$ cat config.mk
export PLATFORM = sky130hd
export DESIGN_NAME = mbx_regblock
export DESIGN_NICKNAME = d
export VERILOG_FILES = /design/src/rtl/mbx_pkg.sv /design/src/rtl/mbx_access_check.sv /design/src/rtl/mbx_seq.sv /design/src/rtl/mbx_regblock.sv
export SDC_FILE = /design/constraint.sdc
export NUM_CORES = 1
export LEC_CHECK = 0
export BUFFER_PORTS_ARGS = -buffer_cell sky130_fd_sc_hd__buf_4
export CAP_MARGIN = 5
export CORE_ASPECT_RATIO = 1.1
export CORE_MARGIN = 2
export CORE_UTILIZATION = 40
export CTS_BUF_LIST = sky130_fd_sc_hd__clkbuf_16
export DETAILED_ROUTE_END_ITERATION = 8
export PLACE_DENSITY = 0.81
export SLEW_MARGIN = 20
export SYNTH_ARGS = -nofsm -noshare
export SYNTH_HDL_FRONTEND = slang
export SYNTH_SLANG_ARGS = --single-unit
$ cat constraint.sdc
create_clock -name clk -period 1.7 [get_ports clk]
set_clock_uncertainty 0.1 [all_clocks]
set_input_delay 0.085 -clock clk [delete_from_list [all_inputs] [get_ports clk]]
set_output_delay 0.085 -clock clk [all_outputs]
set_load 0.02 [all_outputs]
$ cat src/rtl/mbx_pkg.sv
package mbx_pkg;

  typedef enum logic [15:0] {
    RC_SUCCESS     = 16'h0000,
    RC_INVALID     = 16'h0002,
    RC_UNSUPPORTED = 16'h0003,
    RC_BUSY        = 16'h0006,
    RC_BAD_LENGTH  = 16'h0016
  } rc_e;

  typedef enum logic [0:0] {
    SQ_IDLE   = 1'b0,
    SQ_DECODE = 1'b1
  } sq_e;

  // Return code picked for a command set; no set is implemented.
  function automatic rc_e pick_rc(input logic [7:0] cmd_set);
    rc_e rc;
    case (cmd_set)
      default: rc = RC_UNSUPPORTED;
    endcase
    return rc;
  endfunction

  // Capability word: payload shift in bits 4:0, no irq (5), no background (6).
  function automatic logic [31:0] cap_word(input int unsigned shift);
    logic [31:0] w;
    w = '0;
    w[4:0] = shift[4:0];
    return w;
  endfunction

  // Status word: return code in bits 47:32, everything else zero.
  function automatic logic [63:0] status_word(input logic [15:0] code);
    return {16'h0000, code, 32'h0000_0000};
  endfunction

  // Command word after completion: length field only.
  function automatic logic [63:0] done_cmd_word(input logic [31:0] out_len);
    return 64'(out_len) << 16;
  endfunction

  // Narrow a 64-bit slot to the access size.
  function automatic logic [63:0] size_select(input logic [63:0] q,
                                              input logic is64,
                                              input logic hi);
    if (is64) return q;
    return hi ? {32'h0, q[63:32]} : {32'h0, q[31:0]};
  endfunction

endpackage

$ cat src/rtl/mbx_access_check.sv
module mbx_access_check #(
  parameter int AW = 5
) (
  input  logic          valid,
  input  logic          write,
  input  logic [AW-1:0] addr,
  input  logic [3:0]    size,
  output logic          acc_ok,
  output logic          rd_ok,
  output logic          wr_ok,
  output logic          is64,
  output logic          hi,
  output logic [AW-4:0] qidx
);
  logic size4, size8, al4, al8;

  always_comb begin
    size4  = (size == 4'd4);
    size8  = (size == 4'd8);
    al4    = (addr[1:0] == 2'b00);
    al8    = (addr[2:0] == 3'b000);
    acc_ok = valid && ((size4 && al4) || (size8 && al8));
    rd_ok  = acc_ok && !write;
    wr_ok  = acc_ok && write;
    is64   = size8;
    hi     = addr[2];
    qidx   = addr[AW-1:3];
  end
endmodule

$ cat src/rtl/mbx_seq.sv
module mbx_seq
  import mbx_pkg::*;
(
  input  logic        clk,
  input  logic        rst_n,
  input  logic        ring,
  input  logic [7:0]  cmd_set,
  output logic        done,
  output logic [15:0] ret
);
  sq_e  state_q;
  rc_e  rc_q;

  always_ff @(posedge clk or negedge rst_n) begin
    if (!rst_n) begin
      state_q <= SQ_IDLE;
      rc_q    <= RC_SUCCESS;
    end else begin
      case (state_q)
        SQ_IDLE: if (ring) begin
          state_q <= SQ_DECODE;
          rc_q    <= pick_rc(cmd_set);
        end
        default: state_q <= SQ_IDLE;
      endcase
    end
  end

  assign done = (state_q == SQ_DECODE);
  assign ret  = rc_q;
endmodule

$ cat src/rtl/mbx_regblock.sv
module mbx_regblock
  import mbx_pkg::*;
#(
  parameter int AW            = 5,
  parameter int PAYLOAD_SHIFT = 11,
  parameter int LEN_W         = 20
) (
  input  logic          clk,
  input  logic          rst_n,
  input  logic          bus_valid,
  input  logic          bus_write,
  input  logic [AW-1:0] bus_addr,
  input  logic [3:0]    bus_size,
  input  logic [63:0]   bus_wdata,
  output logic [63:0]   bus_rdata
);
  localparam int CMD_W = 16 + LEN_W;
  localparam int QW    = AW - 3;
  localparam int HI_W  = CMD_W - 32;

  logic          acc_ok, rd_ok, wr_ok, is64, hi;
  logic [QW-1:0] qidx;

  logic             db_q, bgie_q;
  logic [CMD_W-1:0] cmd_q;
  logic [15:0]      sts_code_q;
  logic             seq_done;
  logic [15:0]      seq_ret;

  logic        ctrl_we, cmd_lo_we, cmd_hi_we;
  logic [31:0] hi_data;
  logic [31:0] ctrl_word;
  logic [63:0] slot;
  logic        unused_hi;

  mbx_access_check #(.AW(AW)) u_acc (
    .valid (bus_valid),
    .write (bus_write),
    .addr  (bus_addr),
    .size  (bus_size),
    .acc_ok(acc_ok),
    .rd_ok (rd_ok),
    .wr_ok (wr_ok),
    .is64  (is64),
    .hi    (hi),
    .qidx  (qidx)
  );

  mbx_seq u_seq (
    .clk    (clk),
    .rst_n  (rst_n),
    .ring   (db_q),
    .cmd_set(cmd_q[15:8]),
    .done   (seq_done),
    .ret    (seq_ret)
  );

  // Write decode
  always_comb begin
    ctrl_we   = wr_ok && !is64 && hi && (qidx == QW'(0));
    cmd_lo_we = wr_ok && (qidx == QW'(1)) && (is64 || !hi);
    cmd_hi_we = wr_ok && (qidx == QW'(1)) && (is64 || hi);
    hi_data   = is64 ? bus_wdata[63:32] : bus_wdata[31:0];
  end

  assign unused_hi = ^hi_data[31:HI_W];

  // Doorbell and control
  always_ff @(posedge clk or negedge rst_n) begin
    if (!rst_n) begin
      db_q   <= 1'b0;
      bgie_q <= 1'b0;
    end else begin
      if (ctrl_we) bgie_q <= bus_wdata[2];
      if (seq_done)                           db_q <= 1'b0;
      else if (ctrl_we && bus_wdata[0] && !db_q) db_q <= 1'b1;
    end
  end

  // Command register: controller has priority, host locked while ringing
  always_ff @(posedge clk or negedge rst_n) begin
    if (!rst_n) begin
      cmd_q <= '0;
    end else if (seq_done) begin
      cmd_q <= CMD_W'(done_cmd_word(32'h0));
    end else if (!db_q) begin
      if (cmd_lo_we) cmd_q[31:0]      <= bus_wdata[31:0];
      if (cmd_hi_we) cmd_q[CMD_W-1:32] <= hi_data[HI_W-1:0];
    end
  end

  // Status register: written only by the controller
  always_ff @(posedge clk or negedge rst_n) begin
    if (!rst_n)        sts_code_q <= '0;
    else if (seq_done) sts_code_q <= seq_ret;
  end

  // Read path
  always_comb begin
    ctrl_word = {29'h0, bgie_q, 1'b0, db_q};
    case (qidx)
      QW'(0):  slot = {ctrl_word, cap_word(PAYLOAD_SHIFT)};
      QW'(1):  slot = 64'(cmd_q);
      QW'(2):  slot = status_word(sts_code_q);
      default: slot = '0;
    endcase
    bus_rdata = rd_ok ? size_select(slot, is64, hi) : 64'h0;
  end

endmodule

* Word-level counts from Yosys, hierarchy flattened *
Index checks and enable logic that the tools add are counted.
Widths: inputs -> output; s select.

word-level totals
  logic and storage cells = 57
  bits of input ports = 77
  register bits = 41

operators by class
  reductions and logical operators = 29
  eq/ne operators = 5
  bitwise gates (word level) = 1
  mux-type cells = 15

operators with widths
  cell                number
  $mux 64             3
  $pmux 36 s3         1
  $mux 36             2
  $mux 32             2
  $logic_and 1x1->1   13
  $mux 4              2
  $reduce_and 2->1    3
  $reduce_bool 2->1   3
  $mux 1              5
  $eq 4x3->1 const B  1
  $eq 4x4->1 const B  1
  $logic_not 1->1     4
  $logic_not 2->1     2
  $logic_not 3->1     1
  $logic_or 1x1->1    3
  $eq 2x1->1 const B  1
  $eq 2x2->1 const B  1
  $ne 2x1->1 const B  1
  $not 1->1           1

* Logic depth before layout (Yosys ltp) *
Gate-level depths: netlist of run 1.

  depth after elaboration = 12
  depth in mapped cells = 6
  gate-level depth less buffers = 4

* Cells and area by module *
A second synthesis of run 1 with hierarchy kept.

unflattened totals
  cells, all modules = 336
  area, all modules = 3226.8 sq um

by module, submodules not included
  module            area each (sq um)  times used  cells each  sequential area each (sq um)
  mbx_regblock      2942.8             1           304         1351.3
  mbx_seq           186.4              1           20          50.0
  mbx_access_check  97.6               1           12          0.0

* Worst setup path after synthesis of run 1 *
Ideal clock, no wire load.

  path kind = in2out
  from = input bus_size[2]
  to = output bus_rdata[34]
  arrival = 1652 ps
  path buffers = 0
  path slack = -137 ps
  cell stages on the path = 3
  cells stage by stage = or4b_2 or2_2 nor3_1

between the ends
  word-level cells in the longest chain between the ends = 6
  elaborated cells on any way between the ends = 10
  classes of those cells = eq/ne (2); mux (3); reduce/logical (5)

ends and longest elaborated chain
  what                                      RTL line                                        source
  start, declared                           mbx_regblock.sv:13                              input logic [3:0] bus_size,
  $eq 4x3->1 or $eq 4x4->1 (tied branches)  mbx_access_check.sv:18, mbx_access_check.sv:19
  $logic_and 1x1->1                         mbx_access_check.sv:22                          acc_ok = valid && ((size4 && al4) || (size8 && al8));
  $logic_or 1x1->1                          mbx_access_check.sv:22
  $logic_and 1x1->1                         mbx_access_check.sv:22
  $logic_and 1x1->1                         mbx_access_check.sv:23                          rd_ok = acc_ok && !write;
  $mux 64 (*)                               mbx_regblock.sv:107                             bus_rdata = rd_ok ? size_select(slot, is64, hi) : 64'h0;
  end, declared                             mbx_regblock.sv:15                              output logic [63:0] bus_rdata

Mark *: on every way between the ends. The rest lies on a longest branch, timed or not.

* Final worst setup path of run 1 *
  from = input bus_size[0]
  to = output bus_rdata[23]

The elaborated chain is that of the path after synthesis.

==> reports/metrics.csv, run 1 <==
stage,metric,value,unit
synthesis,avgSynthCellArea,8.91,sq um
synthesis,synthesis.area,2550,sq um
synthesis,synth_cell_types,41,
cts,clock_sinks,41,
cts,root_buffer,clkbuf_16,
routing,firstDrtPassIters,4,
routing,routed_wirelength,8.09,mm
synthesis,synth_adder_area_share,0,%
routing,wire_per_inst,16.1,um
layout,utilization,66.8,%
die,dieWidth,80.1,um
status,outcome,finished with violations,
cts,clkLatencyLatePin,0.28,ns
synthesis,synth_warnings,0,
synthesis,yosysSeqAreaShare,40.3,%
power_and_ir_drop,ir_drop,0.477,mV
timing,worst_pin_slew,0.550,ns
cts,h-tree-depth,2,
global_routing,grt_usage,21.4,%
layout,syn_to_final_growth,61.4,%
die,die_area,7020,sq um
die,num_rows,30,
worst_setup_path,worstPathArrival,1.57,ns
synthesis,synth-simple-area-share,24.2,%
timing,finalCritPeriodShare,103,%
placed_design,place_area,3260,sq um
timing,timing.final.ws_setup,-0.0557,ns
placed_design,gp_congestion,0.893,
synthesis,synth_seq_cells,41,
worst_setup_path,cp_cell_sequence,"buf_8, nor4_4, o2111ai_4, nor4_4, buf_4, buf_6, and2_1, buf_6",
timing,max-slew-margin-rel,63.4,%
synthesis,synth_top_family_by_area,simple AND/OR/NAND/NOR gates,
routing,maxUsedRoutingLayer,met4,
worst_setup_path,crit_path_max_fanout,7,
die,io_pins,141,
worst_setup_path,crit_type,input pin to output pin,
routing,wl_met2,4.36,mm
global_routing,grt_max_degree,42,
global_routing,antenna_found_initial,0,
global_routing,grt_pass1_vias,2544,
layout,final_nets,498,
routing,drcViolationCount,0,
cts,numCtsBuffers,5,
worst_setup_path,critPathRequiredTime,1.51,ns
routing,wl_met1,3.05,mm
cts,cts.clk_slew.worst_paths,0.06,ns
run,drv_cap,0,
placed_design,hpwl,4.69,mm
worst_setup_path,path_delay_family,simple AND/OR/NAND/NOR gates,
synthesis,muxShareOfSynthArea,2.60,%
worst_setup_path,endpoint_kind,output pin,
routing,vias,2595,
placed_design,dp_cells,450,
routing,dr_wl_met3,512,um
status,violations,negative setup slack,
die,die_h,87.7,um
die,core_area,6160,sq um
cts,tritoncts,yes,
synthesis,synth_compound_area_share,20.0,%
worst_setup_path,slowest_stage,nor4_4,
routing,ant_nets,0,
cts,cts.path.max_buffers,2,
power_and_ir_drop,power_density,565,nW/um^2
layout,antenna_cells,0,
layout,drive_gt1_share,42.7,%
layout,fin_area,4110,sq um
synthesis,postSynthCellCount,286,
power_and_ir_drop,leakage,1.86,nW
routing,vias_per_cell,5.17,
global_routing,grt_overflow,0,
worst_setup_path,path_buf_inv,4,
timing,holdWs,0.0574,ns
timing,finalSetupViolCount,42,
global_routing,grt_first_pass_wirelength,11.8,mm
synthesis,synth_xor_area_share,0,%
routing,dr.first_iter.drc_count,137,
timing,rsz0062_at_grt,yes,
timing,drv_slew,0,
timing,hold_violations,0,
timing,max_clock_freq,0.570,GHz
min_path,hp-class,input pin to flip-flop,
layout,final_cells,502,
die,initial_core_util,41.4,%
worst_setup_path,slowest_delay,0.35,ns
worst_setup_path,start_kind,input pin,
placed_design,io_buffers,84,
timing,min_period,1.76,ns
sequential cells by signal, indices dropped and copies added, names as in the netlist:
register / flops
cmd_q: 36
bgie_q: 1
db_q: 1
sts_code_q: 1
u_seq.done: 1
u_seq.ret: 1
through the flow:
stage          setup WS (ns)  power, W  TNS, ns
6_report             -0.0557   0.00232   -0.999
3_3_place_gp          -0.132   0.00132    -4.67
2_1_floorplan         0.0192   0.00122        0
3_5_place_dp          -0.156   0.00133    -6.59
4_1_cts              -0.0547   0.00232   -0.753
5_1_grt               -0.133   0.00242    -5.32
cell usage in the layout, fill, tap and decap left out, drive strengths merged, types with 2 or more instances in the layout:
| cell type | n |
|---|---|
| buf | 113 |
| dfrtp | 41 |
| a21oi | 39 |
| o21ai | 37 |
| nand3 | 34 |
| dlygate4sd3 | 33 |
| conb | 28 |
| and2 | 28 |
| clkbuf | 7 |
| nand2 | 7 |
| nor2 | 6 |
| inv | 5 |
| nand2b | 5 |
| mux2i | 4 |
| o211ai | 4 |
| o2111ai | 3 |
| or4b | 2 |
| nor4 | 2 |
| and3b | 2 |
| a211o | 2 |
| nand3b | 2 |
| o41ai | 2 |
| clkinv | 2 |
| nor2b | 2 |
| mux2 | 2 |
timing repair:
| action | CTS | global route |
|---|---|---|
| gates resized for setup | 30 | 38 |
| hold endpoints to repair | 74 | 0 |
| cloned | 1 | 3 |
| setup buffers | 4 | 3 |
| hold buffers | 33 | 0 |
| setup endpoints to repair | 36 | 59 |
| pin swaps | 7 | 13 |
worst min-delay path: stages:
cell and delay, ns:
buf_4 0.11, nand2_1 0.05, a211o_2 0.11, a21oi_1 0.05
Yosys cell counts, drive strengths merged:
cell | number | area, sq um
a211o | 2 | 20.0
a21oi | 39 | 195
a31oi | 1 | 6.26
and2 | 28 | 175
and2b | 1 | 7.51
and3b | 2 | 17.5
and4bb | 1 | 12.5
buf | 34 | 255
clkbuf | 13 | 51.3
conb | 1 | 3.75
dfrtp | 41 | 1030
inv | 5 | 18.8
mux2 | 2 | 26.3
mux2i | 4 | 40.0
nand2 | 7 | 28.8
nand2b | 5 | 31.3
nand3 | 34 | 170
nand3b | 2 | 15.0
nor2 | 6 | 25.0
nor2b | 2 | 12.5
nor3 | 1 | 5.00
nor3b | 1 | 18.8
nor4 | 2 | 42.5
nor4b | 1 | 23.8
o2111a | 1 | 11.3
o2111ai | 3 | 32.5
o211ai | 4 | 35.0
o21ai | 37 | 185
o21bai | 1 | 7.51
o41ai | 2 | 17.5
or2 | 1 | 6.26
or4b | 2 | 23.8
final timing paths:
check,depth (start not counted),slack (ns),to,startpoint
max reg2reg,5,-0.03,cmd_q[24],db_q
min in group asynchronous,2,0.22,cmd_q[28],rst_n
min,4,0.06,cmd_q[35],bus_wdata[35]
min reg2reg,1,0.37,u_seq.ret[0],u_seq.ret[0]
max in group asynchronous,2,0.89,cmd_q[13],rst_n
max,8,-0.06,bus_rdata[23],bus_size[0]
layer usage:
layer | GRT usage, % | vias up
met2 | 39.5 | 119
met4 | 5.86 | 0
met1 | 25.6 | 1237
li1 | - | 1221
met3 | 3.40 | 18
met5 | 0 | -
area by class of cell:
cell class                 instances  area, sq um
fill                             523         2040
tap                               80          100
clock inverter                     3         17.5
timing repair buffer             148         1340
multi-input combinational        220         1480
sequential                        41         1030
clock buffer                       5          125
inverter                           5         18.8
report_power, final:
group / internal (W) / switching, W
logic: 0.000182 / 0.000217
registers: 0.000995 / 0.00000993
clock network: 0.000538 / 0.000382
kinds of logic after synthesis:
kind of cell | Yosys count
compound gates | 90
flops | 41
simple gates | 96
mux | 6
other cells | 1
buf+inv | 52
(Power assumes the default switching activity.)
==> run 2: changes to the inputs <==
--- a/config.mk
+++ b/config.mk
@@ -8,11 +8,11 @@
 export BUFFER_PORTS_ARGS = -buffer_cell sky130_fd_sc_hd__buf_4
 export CAP_MARGIN = 5
 export CORE_ASPECT_RATIO = 1.1
-export CORE_MARGIN = 2
-export CORE_UTILIZATION = 40
+export CORE_MARGIN = 8
+export CORE_UTILIZATION = 30
 export CTS_BUF_LIST = sky130_fd_sc_hd__clkbuf_16
 export DETAILED_ROUTE_END_ITERATION = 8
-export PLACE_DENSITY = 0.81
+export PLACE_DENSITY = 0.65
 export SLEW_MARGIN = 20
 export SYNTH_ARGS = -nofsm -noshare
 export SYNTH_HDL_FRONTEND = slang
==> run 2 against run 1 <==
The run still ends with negative setup slack left. Flip-flop and latch count is the same. Utilization shrank 14 points. First-iteration DRC count grew 12%. Register-to-register slack lost 0.02 ns. Wire length grew 15%. Power shrank 0.14%. Combinational power grew 5.0%. Largest power group unchanged. Highest routed layer unchanged.
==> reports/metrics.csv, run 2 (synthesis gave the netlist of run 1 again) <==
stage,metric,value,unit,change
status,outcome,finished with violations,,
status,violations,negative setup slack,,
power_and_ir_drop,power_density,529,nW/um^2,-6.4%
timing,worst_pin_slew,0.563,ns,+0.0137 ns
placed_design,gp_congestion,0.751,,-16%
cts,clkLatencyLatePin,0.28,ns,about the same
timing,finalSetupViolCount,52,,+24%
worst_setup_path,cp_cell_sequence,"and4bb_2, o2111a_2, buf_12, nand3_1, a21oi_2",,
routing,vias_per_cell,4.90,,-5.2%
global_routing,antenna_found_initial,0,,unchanged
cts,numCtsBuffers,5,,unchanged
power_and_ir_drop,ir_drop,0.294,mV,-38%
worst_setup_path,path_delay_family,compound AO/OA/AOI/OAI gates,,
timing,hold_violations,0,,unchanged
routing,dr.first_iter.drc_count,154,,+12%
layout,syn_to_final_growth,72.2,%,
worst_setup_path,critPathRequiredTime,1.80,ns,+0.29 ns
layout,final_cell_mix,"buf_4 (76), dfrtp_1 (41), buf_6 (35), dlygate4sd3_1 (33)",,
cts,tritoncts,yes,,
layout,top_register,cmd_q,,
layout,final_nets,501,,+0.60%
layout,utilization,52.7,%,-14 points
global_routing,grt_pass1_vias,2794,,+9.8%
timing,max-slew-margin-rel,62.4,%,-0.91 points
die,num_rows,35,,+17%
routing,firstDrtPassIters,5,,+1
timing,rsz0062_at_grt,yes,,
die,die_h,113,um,+28%
layout,nFillCells,761,,+46%
timing,drv_slew,0,,unchanged
die,initial_core_util,30.6,%,-11 points
global_routing,grt_overflow,0,,unchanged
routing,ant_nets,0,,unchanged
worst_setup_path,endpoint_kind,flip-flop,,
die,core_area,8320,sq um,+35%
cts,h-tree-depth,2,,unchanged
power_and_ir_drop,leakage,1.91,nW,+2.5%
global_routing,grt_usage,14.5,%,-6.9 points
global_routing,grt_max_degree,42,,unchanged
layout,drive_gt1_share,51.2,%,+8.5 points
worst_setup_path,path_buf_inv,1,,-3
layout,layout_commonest_cell,buf_4,,
die,die_area,11700,sq um,+67%
cts,root_buffer,clkbuf_16,,
layout,antenna_cells,0,,unchanged
worst_setup_path,start_kind,flip-flop,,
placed_design,place_area,3320,sq um,+1.9%
global_routing,grt_first_pass_wirelength,14.2,mm,+20%
routing,routed_wirelength,9.33,mm,+15%
timing,timing.final.ws_setup,-0.0541,ns,+0.00162 ns
cts,cts.clk_slew.worst_paths,0.06,ns,about the same
die,dieWidth,104,um,+30%
routing,vias,2622,,+1.0%
worst_setup_path,worstPathArrival,1.85,ns,+0.28 ns
placed_design,hpwl,5.83,mm,+24%
routing,wire_per_inst,17.4,um,+8.2%
worst_setup_path,slowest_delay,0.38,ns,+0.03 ns
routing,drcViolationCount,0,,unchanged
die,io_pins,141,,unchanged
timing,max_clock_freq,0.570,GHz,about the same
timing,min_period,1.75,ns,-0.00162 ns
worst_setup_path,slowest_stage,dfrtp_1,,
run,drv_cap,0,,unchanged
timing,finalCritPeriodShare,103,%,about the same
min_path,hp-class,input pin to flip-flop,,
layout,largest_reg_flops,36,,unchanged
worst_setup_path,crit_path_max_fanout,8,,+1
cts,cts.path.max_buffers,2,,unchanged
cts,clock_sinks,41,,unchanged
worst_setup_path,crit_type,flip-flop to flip-flop,,
placed_design,io_buffers,84,,unchanged
layout,fin_area,4390,sq um,+6.7%
run 2: cell types whose count changed in the layout (fill, tap and decap cells not counted), moves of 8 or more:
cell,previous run,this run
a21oi_2,11,25
a21oi_1,28,14
and2_4,12,28
buf_6,19,35
buf_4,90,76
nand3_1,22,13
nand3_2,11,19
and2_1,16,0
run 2: metrics by stage:
step                      hold WS [ns]  cells  setup slack, ns  TNS (ns)  total power, W
after floorplan                 -0.311    313           0.0192         0         0.00122
after global placement          0.0107    484           -0.188     -7.44         0.00133
after detailed placement        0.0129    484           -0.220     -8.70         0.00134
after CTS                       0.0570    530          -0.0551     -1.01         0.00230
after global routing            0.0805    535           -0.125     -5.26         0.00241
final                           0.0584    535          -0.0541     -1.27         0.00232
run 2: where the power goes:
part           leakage [nW]  switching (W)  internal (W)
Sequential            0.561      0.0000108      0.000995
Combinational          1.28       0.000230      0.000189
Clock                0.0685       0.000370      0.000526
Total                  1.91       0.000612       0.00171
run 2: area by class of cell:
cell class | instances | area, sq um | share of cell area (%)
flip-flops and latches | 41 | 1030 | 23.4
repair buffers | 151 | 1440 | 32.9
inverters | 5 | 18.8 | 0.428
well taps | 111 | 139 | 3.17
clock inverters | 2 | 7.51 | 0.171
multi-input cells | 220 | 1630 | 37.1
clock buffers | 5 | 125 | 2.85
run 2: path summary, 6_finish.rpt:
path                               start           end  slack [ns]  cells after the start
setup / recovery                    db_q     cmd_q[20]       -0.05                      5
hold / removal             bus_wdata[35]     cmd_q[35]        0.06                      4
setup reg to reg                    db_q     cmd_q[20]       -0.05                      5
hold reg to reg             u_seq.ret[0]  u_seq.ret[0]        0.40                      1
max in group asynchronous          rst_n     cmd_q[19]        0.85                      2
min in group asynchronous          rst_n     cmd_q[30]        0.26                      2
run 2: worst min-delay path, stage by stage:
cell and delay (ns):
buf_4 0.11, nand2_1 0.05, a211o_2 0.11, a21oi_1 0.05
run 2: repair_timing:
action / 4_1_cts / 5_1_grt
cloned: 2 / 3
resized for setup: 72 / 58
hold buffers: 33 / 0
buffers inserted: 4 / 2
pin swaps: 35 / 40
endpoints found under the hold margin: 75 / 0
setup endpoints to repair: 39 / 70
run 2: routing by layer:
| layer | share of wire (%) | track usage [%] | vias to the layer above | routed length, um |
|---|---|---|---|---|
| li1 | - | - | 1230 | - |
| met1 | 41 | 16.5 | 1305 | 3780 |
| met2 | 54 | 26.6 | 80 | 5000 |
| met3 | 5.3 | 3.72 | 7 | 497 |
| met4 | 0.58 | 2.71 | 0 | 54 |
| met5 | 0 | 0 | - | 0 |
